--- src/rtl/spi_mem_pkg.sv ---
package spi_mem_pkg;
  localparam int BYTE_W = 8;

  localparam logic [7:0] OP_WREN  = 8'h06;
  localparam logic [7:0] OP_WRDI  = 8'h04;
  localparam logic [7:0] OP_RDSR  = 8'h05;
  localparam logic [7:0] OP_WRSR  = 8'h01;
  localparam logic [7:0] OP_READ  = 8'h03;
  localparam logic [7:0] OP_WRITE = 8'h02;

  typedef enum logic [2:0] {
    ST_IDLE, ST_OPC, ST_ADDR, ST_WDATA, ST_RDATA, ST_SINK, ST_LOCK
  } st_e;

  typedef enum logic [2:0] {
    CMD_NONE  = 3'd0,
    CMD_WREN  = 3'd1,
    CMD_WRDI  = 3'd2,
    CMD_RDSR  = 3'd3,
    CMD_WRSR  = 3'd4,
    CMD_READ  = 3'd5,
    CMD_WRITE = 3'd6
  } cmd_e;
endpackage

--- src/rtl/spi_sync.sv ---
module spi_sync #(
  parameter int W = 1,
  parameter int STAGES = 2,
  parameter logic [W-1:0] RST_VAL = '0
) (
  input  logic         clk_i,
  input  logic         rst_ni,
  input  logic [W-1:0] d_i,
  output logic [W-1:0] q_o
);
  logic [W-1:0] stg [STAGES];

  for (genvar g = 0; g < STAGES; g++) begin : g_stage
    if (g == 0) begin : g_first
      always_ff @(posedge clk_i or negedge rst_ni)
        if (!rst_ni) stg[g] <= RST_VAL;
        else         stg[g] <= d_i;
    end else begin : g_next
      always_ff @(posedge clk_i or negedge rst_ni)
        if (!rst_ni) stg[g] <= RST_VAL;
        else         stg[g] <= stg[g-1];
    end
  end

  assign q_o = stg[STAGES-1];
endmodule

--- src/rtl/spi_hold_gate.sv ---
module spi_hold_gate (
  input  logic clk_i,
  input  logic rst_ni,
  input  logic cs_n_s_i,
  input  logic sck_s_i,
  input  logic hold_n_s_i,
  output logic sck_rise_o,
  output logic sck_fall_o,
  output logic held_o
);
  logic sck_prev;
  logic held_q;

  always_ff @(posedge clk_i or negedge rst_ni) begin
    if (!rst_ni) begin
      sck_prev <= 1'b0;
      held_q   <= 1'b0;
    end else begin
      sck_prev <= sck_s_i;
      if (cs_n_s_i)      held_q <= 1'b0;
      else if (!sck_s_i) held_q <= !hold_n_s_i;  // pause changes only with sck low
    end
  end

  assign sck_rise_o = sck_s_i & ~sck_prev & ~held_q & ~cs_n_s_i;
  assign sck_fall_o = ~sck_s_i & sck_prev & ~held_q & ~cs_n_s_i;
  assign held_o     = held_q;
endmodule

--- src/rtl/spi_cmd_fsm.sv ---
module spi_cmd_fsm
  import spi_mem_pkg::*;
#(
  parameter int ADDR_BYTES = 2,
  localparam int ADDR_W = 8 * ADDR_BYTES,
  localparam int BC_W   = $clog2(BYTE_W),
  localparam int AC_W   = $clog2(ADDR_BYTES) + 1
) (
  input  logic              clk_i,
  input  logic              rst_ni,
  input  logic              cs_n_s_i,
  input  logic              si_s_i,
  input  logic              sck_rise_i,
  input  logic              sck_fall_i,
  input  logic [7:0]        tx_byte_i,
  output st_e               state_o,
  output logic [BC_W-1:0]   bit_cnt_o,
  output logic              cmd_valid_o,
  output cmd_e              cmd_o,
  output logic [ADDR_W-1:0] addr_o,
  output logic              wr_valid_o,
  output logic [7:0]        wr_byte_o,
  output logic              tx_req_o,
  output logic              so_o,
  output logic              out_phase_o
);
  localparam logic [BC_W-1:0] LAST_BIT = BC_W'(BYTE_W - 1);
  localparam logic [AC_W-1:0] LAST_AB  = AC_W'(ADDR_BYTES - 1);

  st_e               state;
  cmd_e              cmd_q;
  logic [BC_W-1:0]   bit_cnt;
  logic [AC_W-1:0]   acnt;
  logic [7:0]        sh, tx_sh;
  logic [ADDR_W-1:0] addr_q;
  logic              cs_prev, data_seen, out_phase, so_q;
  logic              cmd_valid_q, wr_valid_q, tx_req_q;
  logic [7:0]        wr_byte_q;

  logic [7:0]          sh_nx;
  logic [ADDR_W+7:0]   addr_cat;
  logic                shifting;

  assign sh_nx    = {sh[6:0], si_s_i};
  assign addr_cat = {addr_q, sh_nx};
  assign shifting = (state == ST_OPC) || (state == ST_ADDR) ||
                    (state == ST_WDATA) || (state == ST_RDATA);

  always_ff @(posedge clk_i or negedge rst_ni) begin
    if (!rst_ni) begin
      state <= ST_IDLE; cmd_q <= CMD_NONE; bit_cnt <= '0; acnt <= '0;
      sh <= '0; tx_sh <= '0; addr_q <= '0; cs_prev <= 1'b1;
      data_seen <= 1'b0; out_phase <= 1'b0; so_q <= 1'b0;
      cmd_valid_q <= 1'b0; wr_valid_q <= 1'b0; tx_req_q <= 1'b0; wr_byte_q <= '0;
    end else begin
      cmd_valid_q <= 1'b0;
      wr_valid_q  <= 1'b0;
      tx_req_q    <= 1'b0;
      cs_prev     <= cs_n_s_i;
      if (tx_req_q) tx_sh <= tx_byte_i;  // back end answers one cycle after request
      if (cs_n_s_i) begin
        if (!cs_prev && state == ST_WDATA && data_seen) cmd_valid_q <= 1'b1;
        state <= ST_IDLE;
        out_phase <= 1'b0;
      end else if (cs_prev) begin
        state <= ST_OPC; bit_cnt <= '0; acnt <= '0;
        data_seen <= 1'b0; out_phase <= 1'b0;
      end else begin
        if (sck_rise_i && shifting) begin
          sh <= sh_nx;
          bit_cnt <= (bit_cnt == LAST_BIT) ? '0 : bit_cnt + 1'b1;
          if (bit_cnt == LAST_BIT) begin
            unique case (state)
              ST_OPC: begin
                unique case (sh_nx)
                  OP_WREN:  begin cmd_q <= CMD_WREN; cmd_valid_q <= 1'b1; state <= ST_SINK; end
                  OP_WRDI:  begin cmd_q <= CMD_WRDI; cmd_valid_q <= 1'b1; state <= ST_SINK; end
                  OP_RDSR:  begin cmd_q <= CMD_RDSR; cmd_valid_q <= 1'b1; tx_req_q <= 1'b1;
                                  state <= ST_RDATA; end
                  OP_WRSR:  begin cmd_q <= CMD_WRSR; addr_q <= '0; state <= ST_WDATA; end
                  OP_READ:  begin cmd_q <= CMD_READ; state <= ST_ADDR; end
                  OP_WRITE: begin cmd_q <= CMD_WRITE; state <= ST_ADDR; end
                  default:  state <= ST_LOCK;
                endcase
              end
              ST_ADDR: begin
                addr_q <= addr_cat[ADDR_W-1:0];
                acnt   <= acnt + 1'b1;
                if (acnt == LAST_AB) begin
                  if (cmd_q == CMD_READ) begin
                    cmd_valid_q <= 1'b1; tx_req_q <= 1'b1; state <= ST_RDATA;
                  end else begin
                    state <= ST_WDATA;
                  end
                end
              end
              ST_WDATA: begin
                wr_valid_q <= 1'b1; wr_byte_q <= sh_nx; data_seen <= 1'b1;
              end
              ST_RDATA: tx_req_q <= 1'b1;
              default: ;
            endcase
          end
        end
        if (sck_fall_i && state == ST_RDATA) begin
          so_q      <= tx_sh[7];
          tx_sh     <= {tx_sh[6:0], 1'b0};
          out_phase <= 1'b1;
        end
      end
    end
  end

  assign state_o     = state;
  assign bit_cnt_o   = bit_cnt;
  assign cmd_valid_o = cmd_valid_q;
  assign cmd_o       = cmd_q;
  assign addr_o      = addr_q;
  assign wr_valid_o  = wr_valid_q;
  assign wr_byte_o   = wr_byte_q;
  assign tx_req_o    = tx_req_q;
  assign so_o        = so_q;
  assign out_phase_o = out_phase;
endmodule

--- src/rtl/spi_mem_front.sv ---
module spi_mem_front
  import spi_mem_pkg::*;
#(
  parameter int ADDR_BYTES  = 2,
  parameter int SYNC_STAGES = 2,
  localparam int ADDR_W = 8 * ADDR_BYTES
) (
  input  logic              clk_i,
  input  logic              rst_ni,
  input  logic              cs_ni,
  input  logic              sck_i,
  input  logic              si_i,
  input  logic              hold_ni,
  output logic              so_o,
  output logic              so_oe_o,
  output logic              cmd_valid_o,
  output logic [2:0]        cmd_o,
  output logic [ADDR_W-1:0] addr_o,
  output logic              wr_byte_valid_o,
  output logic [7:0]        wr_byte_o,
  output logic              tx_req_o,
  input  logic [7:0]        tx_byte_i
);
  localparam int BC_W = $clog2(BYTE_W);

  logic [3:0] pins_s;
  logic cs_n_s, sck_s, si_s, hold_n_s;
  logic sck_rise, sck_fall, held, out_phase;
  st_e  state;
  cmd_e cmd;
  logic [BC_W-1:0] bit_cnt;

  // order: cs, sck, si, hold; idle levels on reset
  spi_sync #(.W(4), .STAGES(SYNC_STAGES), .RST_VAL(4'b1001)) u_sync (
    .clk_i, .rst_ni, .d_i({cs_ni, sck_i, si_i, hold_ni}), .q_o(pins_s)
  );
  assign {cs_n_s, sck_s, si_s, hold_n_s} = pins_s;

  spi_hold_gate u_hold (
    .clk_i, .rst_ni, .cs_n_s_i(cs_n_s), .sck_s_i(sck_s), .hold_n_s_i(hold_n_s),
    .sck_rise_o(sck_rise), .sck_fall_o(sck_fall), .held_o(held)
  );

  spi_cmd_fsm #(.ADDR_BYTES(ADDR_BYTES)) u_fsm (
    .clk_i, .rst_ni, .cs_n_s_i(cs_n_s), .si_s_i(si_s),
    .sck_rise_i(sck_rise), .sck_fall_i(sck_fall), .tx_byte_i,
    .state_o(state), .bit_cnt_o(bit_cnt),
    .cmd_valid_o, .cmd_o(cmd), .addr_o,
    .wr_valid_o(wr_byte_valid_o), .wr_byte_o,
    .tx_req_o, .so_o, .out_phase_o(out_phase)
  );

  assign cmd_o   = cmd;
  assign so_oe_o = out_phase & ~held & ~cs_n_s;
endmodule

--- config.mk ---
export PLATFORM = sky130hd
export DESIGN_NAME = spi_mem_front
export DESIGN_NICKNAME = d
export VERILOG_FILES = /design/src/rtl/spi_mem_pkg.sv /design/src/rtl/spi_sync.sv /design/src/rtl/spi_hold_gate.sv /design/src/rtl/spi_cmd_fsm.sv /design/src/rtl/spi_mem_front.sv
export SDC_FILE = /design/constraint.sdc
export NUM_CORES = 1
export LEC_CHECK = 0
export BUFFER_PORTS_ARGS = -buffer_cell sky130_fd_sc_hd__buf_2
export CORE_MARGIN = 4
export CORE_UTILIZATION = 25
export DETAILED_ROUTE_END_ITERATION = 8
export GPL_ROUTABILITY_DRIVEN = 1
export GPL_TIMING_DRIVEN = 0
export PLACE_DENSITY_LB_ADDON = 0.2
export REMOVE_ABC_BUFFERS = 1
export SYNTH_ARGS = -nofsm -noshare
export SYNTH_HDL_FRONTEND = slang
export SYNTH_SLANG_ARGS = --single-unit
--- constraint.sdc ---
create_clock -name clk_i -period 5.5 [get_ports clk_i]
set_input_delay 0.825 -clock clk_i [delete_from_list [all_inputs] [get_ports clk_i]]
set_output_delay 0.825 -clock clk_i [all_outputs]
set_load 0.005 [all_outputs]
# Yosys cells after proc, flatten, opt, wreduce, memory -nomap -nowiden
# Index checks and enable logic that the tools add are counted.
[word_totals]
word_cells = 132
reg_bits = 67
latch_bits = 0
out_inout_bits = 32
mem_bits_rw = 0
mem_count = 0
romBits = 0
[op_classes]
addsub = 2
n_reduce_logical = 31
div_mod_pow = 0
eq_ne = 16
magnitude_cmp = 0
n_mux = 51
n_bitwise = 13
mul = 0
shifts = 0
[ops]
columns = ["cell", "n"]
rows = [
  ["$mux 8", 4],
  ["$pmux 16 s2", 1],
  ["$mux 1", 27],
  ["$mux 3", 9],
  ["$eq 8x3->1 const B", 3],
  ["$pmux 3 s6", 1],
  ["$eq 8x2->1 const B", 2],
  ["$mux 16", 1],
  ["$pmux 3 s4", 1],
  ["$reduce_and 4->1", 3],
  ["$reduce_and 6->1", 2],
  ["$reduce_bool 2->1", 5],
  ["$eq 3x3->1 const B", 3],
  ["$reduce_bool 3->1", 3],
  ["$and 1x1->1", 8],
  ["$eq 8x1->1 const B", 1],
  ["$mux 2", 4],
  ["$eq 3x2->1 const B", 2],
  ["$pmux 3 s2", 1],
  ["$reduce_and 3->1", 2],
  ["$reduce_bool 6->1", 1],
  ["$not 1->1", 5],
  ["$reduce_and 5->1", 1],
  ["$logic_and 1x1->1", 4],
  ["15 further kinds", 19],
]

# Logic depth before layout (Yosys ltp)
[logic_depth]
ltp_word = 8
depth_mapped = 7
ltp_nobuf = 6

# Hierarchy
# From an unflattened synthesis, not the netlist that was laid out.
[hier_totals]
cells_unflattened = 239
area_unflattened_um2 = 2986.6
[by_module_without_submodules]
columns = ["module", "cells_per_inst", "area_each_um2", "seq_area_each_um2", "instances"]
rows = [
  ["spi_cmd_fsm", 219, 2652.5, 1427.6, 1],
  ["spi_sync", 12, 235.2, 205.2, 1],
  ["spi_hold_gate", 7, 86.3, 50.0, 1],
  ["spi_mem_front", 1, 12.5, 0.0, 1],
]

# Least setup slack after synthesis
# Ideal clock, no wire load.
[synth_timing]
path_kind = "reg-to-reg"
start = "register u_fsm.sh[6]"
end = "register u_fsm.state[2], in the netlist u_fsm.state_o[2]"
path_slack_ps = 3515
setup_ps = 122
period_less_slack_ps = 1985
arrival_ps = 1864
required_ps = 5378
stages_incl_launch_ff = 5
path_cell_list = "dfrtp_1 -> or4_4 -> or2_4 -> or4_1 -> a32o_1"
[synth_between]
elab_chain_len = 8
word_cells_on_any_way = 14
classes_between = "eq/ne: 6; mux: 6; reduce/logical: 2"
[synth_rtl]
columns = ["item", "line", "rtl"]
rows = [
  ["from (decl)", "spi_cmd_fsm.sv:34", "logic [7:0] sh, tx_sh;"],
  ["from (signal assigned)", "spi_cmd_fsm.sv:70", "sh <= sh_nx;"],
  ["$eq 8x2->1 or $eq 8x3->1 (tied branches)", "spi_cmd_fsm.sv:75", "unique case (sh_nx)"],
  ["$reduce_or 2->1 (no source line)", "--", ""],
  ["$pmux 3 s4 *", "spi_cmd_fsm.sv:75", ""],
  ["$pmux 3 s2 *", "spi_cmd_fsm.sv:73", "unique case (state)"],
  ["$mux 3 *", "spi_cmd_fsm.sv:72", "if (bit_cnt == LAST_BIT) begin"],
  ["$mux 3 *", "spi_cmd_fsm.sv:69", "if (sck_rise_i && shifting) begin"],
  ["$mux 3 *", "spi_cmd_fsm.sv:65", "end else if (cs_prev) begin"],
  ["$mux 3 *", "spi_cmd_fsm.sv:61", "if (cs_n_s_i) begin"],
  ["to (signal assigned)", "spi_cmd_fsm.sv:63", "state <= ST_IDLE;"],
  ["to (signal assigned)", "spi_cmd_fsm.sv:66", "state <= ST_OPC; bit_cnt <= '0; acnt <= '0;"],
  ["to (signal assigned)", "spi_cmd_fsm.sv:76", "OP_WREN: begin cmd_q <= CMD_WREN; cmd_valid_q <= 1'b1; state <= ST_SINK; end"],
  ["to (decl)", "spi_cmd_fsm.sv:30", "st_e state;"],
]
# Every way passes the cells marked *; elsewhere a longest branch is shown, timed or not. The select of a mux whose other input is x is not followed.
# A chain may end at the register's enable or synchronous reset.

# Worst setup path in the final report
[layout_timing]
start = "register u_fsm.bit_cnt[0], in the netlist u_fsm.bit_cnt_o[0]"
end = "register u_fsm.addr_q[7], in the netlist u_fsm.addr_o[7]"
[layout_between]
elab_chain_len = 2
[layout_rtl]
columns = ["item", "line", "rtl"]
rows = [
  ["from (decl)", "spi_cmd_fsm.sv:32", "logic [BC_W-1:0] bit_cnt;"],
  ["from (signal assigned)", "spi_cmd_fsm.sv:71", "bit_cnt <= (bit_cnt == LAST_BIT) ? '0 : bit_cnt + 1'b1;"],
  ["$eq 3x3->1", "spi_cmd_fsm.sv:72", ""],
  ["$reduce_and 6->1 (no source line)", "--", ""],
  ["to (signal assigned)", "spi_cmd_fsm.sv:87", "addr_q <= addr_cat[ADDR_W-1:0];"],
  ["to (decl)", "spi_cmd_fsm.sv:35", "logic [ADDR_W-1:0] addr_q;"],
]
# Every way passes these cells.

==> out/metrics.csv <==
stage;metric;value;unit
critical_path;path_buf_inv;0;
placement;io_buffers;45;
power;power_leakage;0.00165;µW
cells_and_area;fin_util;32.0;%
floorplan;core_area;11000;µm²
floorplan;die_area;13300;µm²
clock_tree;clkLatencyLatePin;330;ps
power;internal_power;891;µW
sta;slew_headroom;20.7;%
critical_path;cpLargestDelayFamily;simple AND/OR/NAND/NOR gates;
global_route;grt_overflow;0;
critical_path;critPathCaptureType;flip-flop;
routing;routed_via_density;4.76;
synthesis;synth_top_area_share;53.9;%
critical_path;cp-start-kind;flip-flop;
sta;slew_viol_final;0;
floorplan;floorplan.initialDensity;26.1;%
floorplan;die_w;115;µm
global_route;grt_pass1_vias;2087;
synthesis;synthArstFlopShare;100;%
clock_tree;post_cts_resized;0;
critical_path;r2r_cells;6;
synthesis;ys_types;52;
synthesis;yosysTopAreaCell;dfrtp_1;
synthesis;ys.flop_type;dfrtp_1;
critical_path;max_stage_delay;900;ps
clock_tree;clockRootBuffer;clkbuf_16;
synthesis;yosysWarningCount;0;
critical_path;crit_cells;6;
critical_path;path_max_fanout;16;
clock_tree;htree_levels;3;
clock_tree;cts_setup_buffers;0;
critical_path;arrival;2770;ps
cells_and_area;area_growth;22.5;%
synthesis;yosys-top-cells-area;dfrtp_1 54%, mux2_2 7.8%, a22o_1 4.6%;
synthesis;yosys_register_bits;67;
global_route;grt_pass1_wl;10700;µm
sta;worst_slew_pin_slew;1190;ps
status;status;completed;
global_route;antenna_found_initial;0;
clock_tree;holdBufCountCts;0;
clock_tree;cts_buffers;9;
critical_path;path_cells;ha_1, ha_1, nand4bb_1, or3_1, nor2_1, a22o_2;
clock_tree;clk_path_buf_depth;2;
power;p_sw_share;22.2;%
sta;grt_setup_unrepaired;no;
sta;fmax;0.400;GHz
power;p_clk_share;49.7;%
sta;finalHoldViolCount;0;
sta;finalSetupViolCount;0;
critical_path;crit_type;flip-flop to flip-flop;
sta;worst_hold_slack;352;ps
synthesis;synth_area_per_cell;12.2;µm²
critical_path;crit_top_cell;ha_1;
clock_tree;clk_pin_slew;60;ps
routing;post_drt_wl_per_cell;14.9;µm
synthesis;yosysSeqAreaShare;58.5;%
global_route;grtUsageTotal;10.2;%
power;peakVddDrop;0.000164;V
synthesis;synth_edf_count;0;
placement;dp_hpwl;4150;µm
cells_and_area;final_cell_mix;62 x dfrtp_1, 44 x buf_2, 20 x mux2_2;
synthesis;netlist_area;2880;µm²
routing;drc;0;
sta;skew;7.74;ps
flow_run;drv_cap;0;
cells_and_area;nNetsFinal;296;
cells_and_area;drive_gt1_share;32.0;%
critical_path;required;5770;ps
sta;post-route-period-util;45.5;%
placement;place_congestion;0.751;
placement;pre_cts_ws;2990;ps
min_path;whs_path_depth;0;
power;combPwrFrac;4.2;%
power;switchingPower;255;µW
power;power.total;1150;µW
synthesis;netlist_instances;235;
power;seqPwrFrac;46.1;%
routing;ant_nets;0;
clock_tree;cts_tree;yes;
routing;vias;2018;
power;pwr_density_cell;325;nW/µm²
cells_and_area;mostFrequentLayoutCell;dfrtp_1;
routing;drt_iter0_markers;63;
floorplan;rows;38;
sta;fin_ws;3000;ps
cells_and_area;n_antenna_cell;0;
sta;setup-tns-final;0;ps
routing;drt_first_pass_iters;4;
floorplan;boundaryPins;46;
min_path;hold_class;flip-flop to flip-flop;
global_route;grt_max_degree;68;
routing;wirelength;6320;µm
sta;finalCriticalPeriod;2500;ps
critical_path;crit_slowest_cell;nor2_1;
clock_tree;clock_sinks;67;
floorplan;die_h;115;µm
==> final timing paths <==
kind | slack [ps] | to | start
worst max-delay path | 3000 | u_fsm.addr_o[7] | u_fsm.bit_cnt_o[0]
worst min-delay path | 350 | u_sync.q_o[1] | u_sync.stg[5]
worst max register to register | 3000 | u_fsm.addr_o[7] | u_fsm.bit_cnt_o[0]
worst min register to register | 350 | u_sync.q_o[1] | u_sync.stg[5]
max in group asynchronous | 4320 | u_fsm.cmd_o[2] | rst_ni
min in group asynchronous | 610 | u_fsm.cmd_valid_o | rst_ni
==> layout make-up <==
| type | count | area (µm²) |
|---|---|---|
| Fill cell | 1130 | 7500 |
| Sequential cell | 67 | 1680 |
| Multi-Input combinational cell | 151 | 1120 |
| Clock buffer | 12 | 246 |
| Timing Repair Buffer | 45 | 228 |
| Tap cell | 140 | 175 |
| Clock inverter | 4 | 50.0 |
| Inverter | 5 | 18.8 |
==> worst register-to-register path, stage by stage (launching register included) <==
cell and delay [ps]:
dfrtp_1 380, ha_1 170, ha_1 180, nand4bb_1 160, or3_1 370, nor2_1 900, a22o_2 290
==> metrics by stage <==
step | cells | area [µm²]
3_5_place_dp | 408 | 3230
3_3_place_gp | 408 | 3230
4_1_cts | 424 | 3530
2_1_floorplan | 223 | 2830
5_1_grt | 424 | 3530
6_report | 424 | 3530
==> registers in the layout, summed over array words and instances (netlist names), 2 cells and up <==
name	flops
u_fsm.acnt	2
u_fsm.addr_o	16
u_fsm.bit_cnt_o	3
u_fsm.cmd_o	3
u_fsm.sh	7
u_fsm.state_o	3
u_fsm.tx_sh	8
u_fsm.wr_byte_o	8
u_sync.q_o	4
u_sync.stg	4
==> cell usage after synthesis (5+ instances only) <==
library cell	number
clkbuf_1	5
a22o_1	15
a21oi_1	10
mux2i_1	9
dfstp_2	5
o21ai_0	6
dfrtp_1	62
nor2_1	17
nand2_1	12
inv_1	5
nor3b_1	6
mux2_2	20
==> kinds of logic (layout without fill, tap and decap cells) <==
group           after synthesis  count (layout)  share of synthesized area (%)
compound gates               49              49                           12.4
xor+xnor                      2               2                          0.609
fa+ha+maj                     3               3                           1.30
buf+inv                      17              66                           2.43
flops                        67              67                           58.5
mux                          29              29                           11.0
simple gates                 68              68                           13.8
==> power groups by stage <==
| stage | logic, µW | clock network [µW] | registers [µW] |
|---|---|---|---|
| 3_3_place_gp | 49.1 | 0 | 537 |
| 5_1_grt | 56.7 | 605 | 531 |
| 2_1_floorplan | 29.6 | 0 | 529 |
| 6_report | 48.3 | 569 | 528 |
| 3_5_place_dp | 49.8 | 0 | 537 |
| 4_1_cts | 49.9 | 589 | 528 |
==> metal layers <==
| layer | track usage (%) | share of wire (%) | up-vias |
|---|---|---|---|
| met4 | 3.05 | 1.4 | 0 |
| li1 | - | - | 950 |
| met3 | 3.79 | 5.3 | 7 |
| met2 | 15.6 | 46 | 51 |
| met5 | 0 | 0 | - |
| met1 | 13.7 | 48 | 1010 |
No activity file was read; power rests on OpenSTA's default activity.
